**src/rtl/rfsh_pkg.sv**
```systemverilog
package rfsh_pkg;

  typedef enum logic [1:0] {
    ST_RUN  = 2'd0,
    ST_SELF = 2'd1,
    ST_PDN  = 2'd2
  } rfsh_state_e;

  // strobes from control to datapath
  typedef struct packed {
    logic tickEn;
    logic tickClr;
    logic owedClr;
    logic refDone;
    logic holdLoad;
  } rfsh_strobe_t;

  // status from datapath to control
  typedef struct packed {
    logic owedZero;
    logic owedFull;
    logic otherReady;
    logic readReady;
  } rfsh_status_t;

endpackage

```
**src/rtl/rfsh_datapath.sv**
```systemverilog
module rfsh_datapath
  import rfsh_pkg::*;
#(
  parameter int REFI_CYC     = 390,
  parameter int MAX_POSTPONE = 8,
  parameter int XSNR_CYC     = 10,
  parameter int XSRD_CYC     = 200
) (
  input  logic         clk,
  input  logic         rstN,
  input  rfsh_strobe_t strb,
  output rfsh_status_t stat
);

  localparam int TW = (REFI_CYC > 1) ? $clog2(REFI_CYC) : 1;
  localparam int OW = $clog2(MAX_POSTPONE + 1);
  localparam int HW = $clog2(XSRD_CYC + 1);
  localparam logic [TW-1:0] TICK_LAST = TW'(REFI_CYC - 1);
  localparam logic [OW-1:0] OWED_MAX  = OW'(MAX_POSTPONE);

  logic [TW-1:0] tickCnt;
  logic          tick;
  logic [OW-1:0] owedCnt;
  logic [1:0]    holdDone;

  // interval counter: wraps every REFI_CYC enabled cycles
  assign tick = strb.tickEn && (tickCnt == TICK_LAST);

  always_ff @(posedge clk) begin
    if (!rstN) begin
      tickCnt <= '0;
    end else if (strb.tickClr) begin
      tickCnt <= '0;
    end else if (strb.tickEn) begin
      tickCnt <= tick ? '0 : tickCnt + 1'b1;
    end
  end

  // owed refresh backlog, saturating at the postponement bound
  always_ff @(posedge clk) begin
    if (!rstN) begin
      owedCnt <= '0;
    end else if (strb.owedClr) begin
      owedCnt <= '0;
    end else if (tick && !strb.refDone) begin
      if (owedCnt != OWED_MAX) owedCnt <= owedCnt + 1'b1;
    end else if (!tick && strb.refDone) begin
      owedCnt <= owedCnt - 1'b1;
    end
  end

  // two hold-off counters after self-refresh exit: 0 = non-read, 1 = read
  for (genvar g = 0; g < 2; g++) begin : gHold
    localparam logic [HW-1:0] LIMIT = HW'((g == 0) ? XSNR_CYC : XSRD_CYC);
    logic [HW-1:0] holdCnt;

    always_ff @(posedge clk) begin
      if (!rstN) begin
        holdCnt <= '0;
      end else if (strb.holdLoad) begin
        holdCnt <= LIMIT;
      end else if (holdCnt != '0) begin
        holdCnt <= holdCnt - 1'b1;
      end
    end

    assign holdDone[g] = (holdCnt == '0);
  end

  assign stat.owedZero   = (owedCnt == '0);
  assign stat.owedFull   = (owedCnt == OWED_MAX);
  assign stat.otherReady = holdDone[0];
  assign stat.readReady  = holdDone[1];

endmodule

```
**src/rtl/rfsh_ctrl.sv**
```systemverilog
module rfsh_ctrl
  import rfsh_pkg::*;
(
  input  logic         clk,
  input  logic         rstN,
  input  logic         banksIdle,
  input  logic         refAck,
  input  logic         srReq,
  input  logic         pdReq,
  input  rfsh_status_t stat,
  output rfsh_strobe_t strb,
  output logic         refReq,
  output logic         grantRead,
  output logic         grantOther,
  output logic         cke,
  output logic         selfRefresh
);

  rfsh_state_e state, nxtState;

  always_ff @(posedge clk) begin
    if (!rstN) state <= ST_RUN;
    else       state <= nxtState;
  end

  always_comb begin
    nxtState = state;
    unique case (state)
      ST_RUN: begin
        if (srReq && banksIdle)                   nxtState = ST_SELF;
        else if (pdReq && !srReq && stat.owedZero) nxtState = ST_PDN;
      end
      ST_SELF: begin
        if (!srReq) nxtState = ST_RUN;
      end
      ST_PDN: begin
        if (!pdReq || srReq || !stat.owedZero) nxtState = ST_RUN;
      end
      default: nxtState = ST_RUN;
    endcase
  end

  assign refReq      = (state == ST_RUN) && !stat.owedZero && banksIdle;
  assign grantOther  = (state == ST_RUN) && stat.otherReady;
  assign grantRead   = (state == ST_RUN) && stat.readReady && !stat.owedFull;
  assign cke         = (state == ST_RUN);
  assign selfRefresh = (state == ST_SELF);

  always_comb begin
    strb          = '0;
    strb.tickEn   = (state != ST_SELF);
    strb.holdLoad = (state == ST_SELF) && !srReq;
    strb.tickClr  = (state == ST_SELF) && !srReq;
    strb.owedClr  = (state == ST_RUN) && (nxtState == ST_SELF);
    strb.refDone  = refReq && refAck;
  end

endmodule

```
**src/rtl/rfsh_scheduler.sv**
```systemverilog
module rfsh_scheduler
  import rfsh_pkg::*;
#(
  parameter int CLK_PERIOD_PS = 20000,
  parameter int REFI_NS       = 7800,
  parameter int MAX_POSTPONE  = 8,
  parameter int XSNR_CYC      = 10,
  parameter int XSRD_CYC      = 200
) (
  input  logic clk,
  input  logic rstN,
  input  logic banksIdle,
  input  logic refAck,
  input  logic srReq,
  input  logic pdReq,
  output logic refReq,
  output logic grantRead,
  output logic grantOther,
  output logic cke,
  output logic selfRefresh
);

  localparam int REFI_CYC = (REFI_NS * 1000) / CLK_PERIOD_PS;

  rfsh_strobe_t strb;
  rfsh_status_t stat;

  rfsh_ctrl i_ctrl (
    .clk        (clk),
    .rstN       (rstN),
    .banksIdle  (banksIdle),
    .refAck     (refAck),
    .srReq      (srReq),
    .pdReq      (pdReq),
    .stat       (stat),
    .strb       (strb),
    .refReq     (refReq),
    .grantRead  (grantRead),
    .grantOther (grantOther),
    .cke        (cke),
    .selfRefresh(selfRefresh)
  );

  rfsh_datapath #(
    .REFI_CYC    (REFI_CYC),
    .MAX_POSTPONE(MAX_POSTPONE),
    .XSNR_CYC    (XSNR_CYC),
    .XSRD_CYC    (XSRD_CYC)
  ) i_dp (
    .clk (clk),
    .rstN(rstN),
    .strb(strb),
    .stat(stat)
  );

endmodule

```
**config.mk**
```make
export PLATFORM = sky130hd
export DESIGN_NAME = rfsh_scheduler
export DESIGN_NICKNAME = d
export VERILOG_FILES = /design/src/rtl/rfsh_pkg.sv /design/src/rtl/rfsh_datapath.sv /design/src/rtl/rfsh_ctrl.sv /design/src/rtl/rfsh_scheduler.sv
export SDC_FILE = /design/constraint.sdc
export NUM_CORES = 1
export LEC_CHECK = 0
export ABC_AREA = 0
export BUFFER_PORTS_ARGS = -buffer_cell sky130_fd_sc_hd__buf_4
export CAP_MARGIN = 30
export CELL_PAD_IN_SITES_DETAIL_PLACEMENT = 0
export CELL_PAD_IN_SITES_GLOBAL_PLACEMENT = 1
export CORE_MARGIN = 5
export CORE_UTILIZATION = 40
export DETAILED_ROUTE_END_ITERATION = 12
export PLACE_DENSITY = 0.82
export SLEW_MARGIN = 40
export SYNTH_ARGS = -nofsm -noshare
export SYNTH_HDL_FRONTEND = slang
export SYNTH_HIERARCHICAL = 1
export SYNTH_SLANG_ARGS = --single-unit
```
**constraint.sdc**
```tcl
create_clock -name clk -period 3.8 [get_ports clk]
set_input_delay 0.76 -clock clk [delete_from_list [all_inputs] [get_ports clk]]
set_output_delay 0.76 -clock clk [all_outputs]
set_load 0.01 [all_outputs]
```
==> flow_metrics.py <==
metrics = {
    "min_path": {
        "worstHoldStart": "i_ctrl/state[1]",
        "hold_class": "flip-flop to flip-flop",
        "whs_endpoint": "i_ctrl/state[0]",
        "whs_path_depth": 1,
    },
    "global_routing": {
        "grt_overflow": 0,
        "grt_max_degree": 12,
        "antenna_found_initial": 0,
        "met3_usage": 0.04545,
        "grt_pass1_wl_um": 5388,
        "grtUsageMet1": 0.1618,
        "first_global_vias": 1225,
        "busiest_layer": "met2",
        "track_usage": 0.1309,
        "use_met2": 0.1976,
    },
    "timing": {
        "worstMarginPinSlew_ns": 0.5953,
        "period_minus_slack_ns": 3.164,
        "setup_tns_ns": 0,
        "final_hold_viol_count": 0,
        "drv_slew": 0,
        "finalCritPeriodShare": 0.8325,
        "slew_headroom": 0.5976,
        "grt_setup_unrepaired": "false",
        "skew_ns": 0.008988,
        "setup_viol": 0,
        "fmax_ghz": 0.3161,
    },
    "final_layout": {
        "layout_common_cells": "dfxtp_1 (31), nor2_1 (23), nand2_1 (13), nand2b_1 (12), buf_4 (10)",
        "antennaDiodeCount": 0,
        "instances_no_fill": 242,
        "num-fill-cells": 375,
        "seq_area_um2": 620.6,
        "final_nets": 204,
        "multi_input_area_um2": 910.9,
        "utilization": 0.4573,
        "syn_to_final_growth_pct": 13.20,
        "final_common_cell": "dfxtp_1",
        "layout-drive-gt1-share": 0.1042,
    },
    "clock_tree": {
        "cts_hold_buf": 0,
        "cts_resized": 0,
        "clockBufferDepth": 2,
        "cts_root_buf": "clkbuf_8",
        "htreeDepth": 2,
        "clkSinkCount": 31,
        "cts_buffers": 5,
        "post_cts.repair.setup_buffers": 0,
        "clkTransAtPathRegs_ns": 0.07,
        "cts_tree": "yes",
        "insertion_delay_ns": 0.28,
    },
    "placement": {
        "globalplace.congestion": 0.8186,
        "dp.cells": 234,
        "portBuffers": 10,
        "dpl.hpwl_um": 2206,
    },
    "synthesis": {
        "synth_cell_types": 36,
        "synth_cells": 181,
        "muxShareOfSynthArea": 0.04399,
        "synthFlopType": "dfxtp_1",
        "ys_ff_latch": 31,
        "seq_area_frac_synth": 0.3896,
        "yosysWarnings": 6,
        "synth_xor_area_frac": 0.08248,
        "syn_area_um2": 1593,
        "ys_async_sr_fraction": 0,
        "synth_edf_count": 0,
        "synth.avg_cell_area_um2": 8.800,
        "synth_compound_area_frac": 0.07541,
        "synthAdderAreaFrac": 0.05970,
        "yosys.area_share.simple": 0.3103,
        "synth_top_family_by_area": "simple AND/OR/NAND/NOR gates",
        "syn-num-nets": 194,
    },
    "setup_path": {
        "cp.arrival_ns": 2.40,
        "rrSetupSlack_ns": 0.99,
        "critical_path_class": "flip-flop to output pin",
        "reg2reg_to": "i_dp/owedCnt[3]",
        "endpoint_kind": "output pin",
        "startpoint": "i_dp/gHold[1].holdCnt[0]",
        "cp.required_ns": 3.04,
        "crit_fanout": 7,
        "startpoint_type": "flip-flop",
        "r2r.worst_path.cells": 9,
        "r2r_start": "i_ctrl/state[1]",
    },
    "drt": {
        "drt-total-wl_um": 3002,
        "vias_per_cell": 5.310,
        "drcViolationCount": 0,
        "wl_per_cell_um": 12.40,
        "vias": 1285,
        "first_iter_violations": 70,
        "first_pass_iters": 4,
        "drtAntennaViolNets": 0,
    },
    "outcome": {
        "status": "finished, final reports clean",
    },
    "power": {
        "ir_worst_vdd_mv": 0.5340,
        "p_per_area_nw_per_um2": 661.2,
        "clkPwrFrac": 0.242,
        "p_comb_frac": 0.365,
        "switching_share": 0.3401,
        "p_leak_uw": 0.0007570,
        "p_switching_uw": 405.5,
        "p_int_uw": 786.6,
        "seqPwrFrac": 0.393,
    },
    "die": {
        "rows": 23,
        "dieHeight_um": 73.10,
        "dieArea_um2": 5344,
        "start_util": 0.4040,
        "core_area_um2": 3943,
        "pin_count": 11,
        "die_w_um": 73.10,
    },
    "run": {
        "maxCapViolCount": 0,
    },
}
-- area by class of cell --
cell class,count,area share
Inverter,8,0.01666
Tap cell,50,0.03470
Timing Repair Buffer,10,0.04164
Clock buffer,7,0.05344
Clock inverter,1,0.004164
Multi-Input combinational cell,135,0.5052
Sequential cell,31,0.3442
-- cell usage after synthesis, types with 2 or more instances --
library cell	count	share of area
a211o_1	3	0.016
a21oi_1	4	0.013
and2_1	2	0.0079
and3_1	5	0.020
clkbuf_1	5	0.012
dfxtp_1	31	0.39
ha_1	6	0.047
inv_1	8	0.019
mux2i_1	7	0.044
nand2_1	13	0.031
nand2b_1	12	0.047
nand3_1	6	0.019
nand4_1	2	0.0079
nand4b_1	4	0.022
nor2_1	23	0.054
nor2b_1	3	0.012
nor3_1	4	0.013
nor4_1	3	0.012
nor4b_1	3	0.016
o21a_1	2	0.0094
o22ai_1	2	0.0079
o31a_1	3	0.016
or3_1	3	0.012
or4_1	2	0.0094
xnor2_1	6	0.033
xor2_1	9	0.049
-- cells by family after synthesis --
logic type / Yosys count
buffers and inverters: 15
muxes: 7
adders and majority gates: 7
AOI/OAI and AO/OA: 17
and+or+nand+nor: 89
xor gates and xnor gates: 15
DFF: 31
-- power by group through the flow --
| stage | registers (uW) | logic, uW | clock network [uW] |
|---|---|---|---|
| CTS | 469 | 442 | 299 |
| detailed placement | 476 | 438 | 0 |
| global placement | 471 | 419 | 0 |
| floorplan | 459 | 363 | 0 |
| finish | 468 | 435 | 288 |
| global route | 482 | 504 | 317 |
-- state kept, by name, summed over array words and instances, names as in the netlist --
name	count
i_ctrl/state	2
i_dp/gHold.holdCnt	16
i_dp/owedCnt	4
i_dp/tickCnt	9
-- worst max-delay path: stages, from the launching register on --
cell	delay [ns]
dfxtp_1	0.33
inv_1	0.06
ha_1	0.17
or4b_4	0.49
or4_1	0.56
inv_1	0.10
nor4b_1	0.23
buf_4	0.17
-- per-layer routing --
layer / part of all wire / routed length, um / vias up
met4: 0.024 / 72 / 0
met3: 0.036 / 107 / 5
met5: 0 / 0 / -
li1: - / - / 645
met2: 0.45 / 1355 / 17
met1: 0.49 / 1467 / 618
-- stage by stage --
step                      power [uW]  hold slack (ns)  setup slack, ns  instance area (um2)
final                           1192           0.4996           0.6364                 1803
after global routing            1304           0.5087           0.4618                 1803
after CTS                       1210           0.4988           0.6072                 1803
after floorplan                821.2           0.4421            1.033                 1593
after global placement         890.2           0.4628            1.000                 1699
after detailed placement       914.4           0.4874           0.9423                 1699
-- how the worst max path moves through the flow --
stage | endpoint | cells past startpoint
floorplan | grantRead | 7
global placement | grantRead | 7
global route | grantRead | 7
CTS | grantRead | 7
detailed placement | grantRead | 7
finish | grantRead | 7
Note: power is estimated with default switching activity, not from simulation.
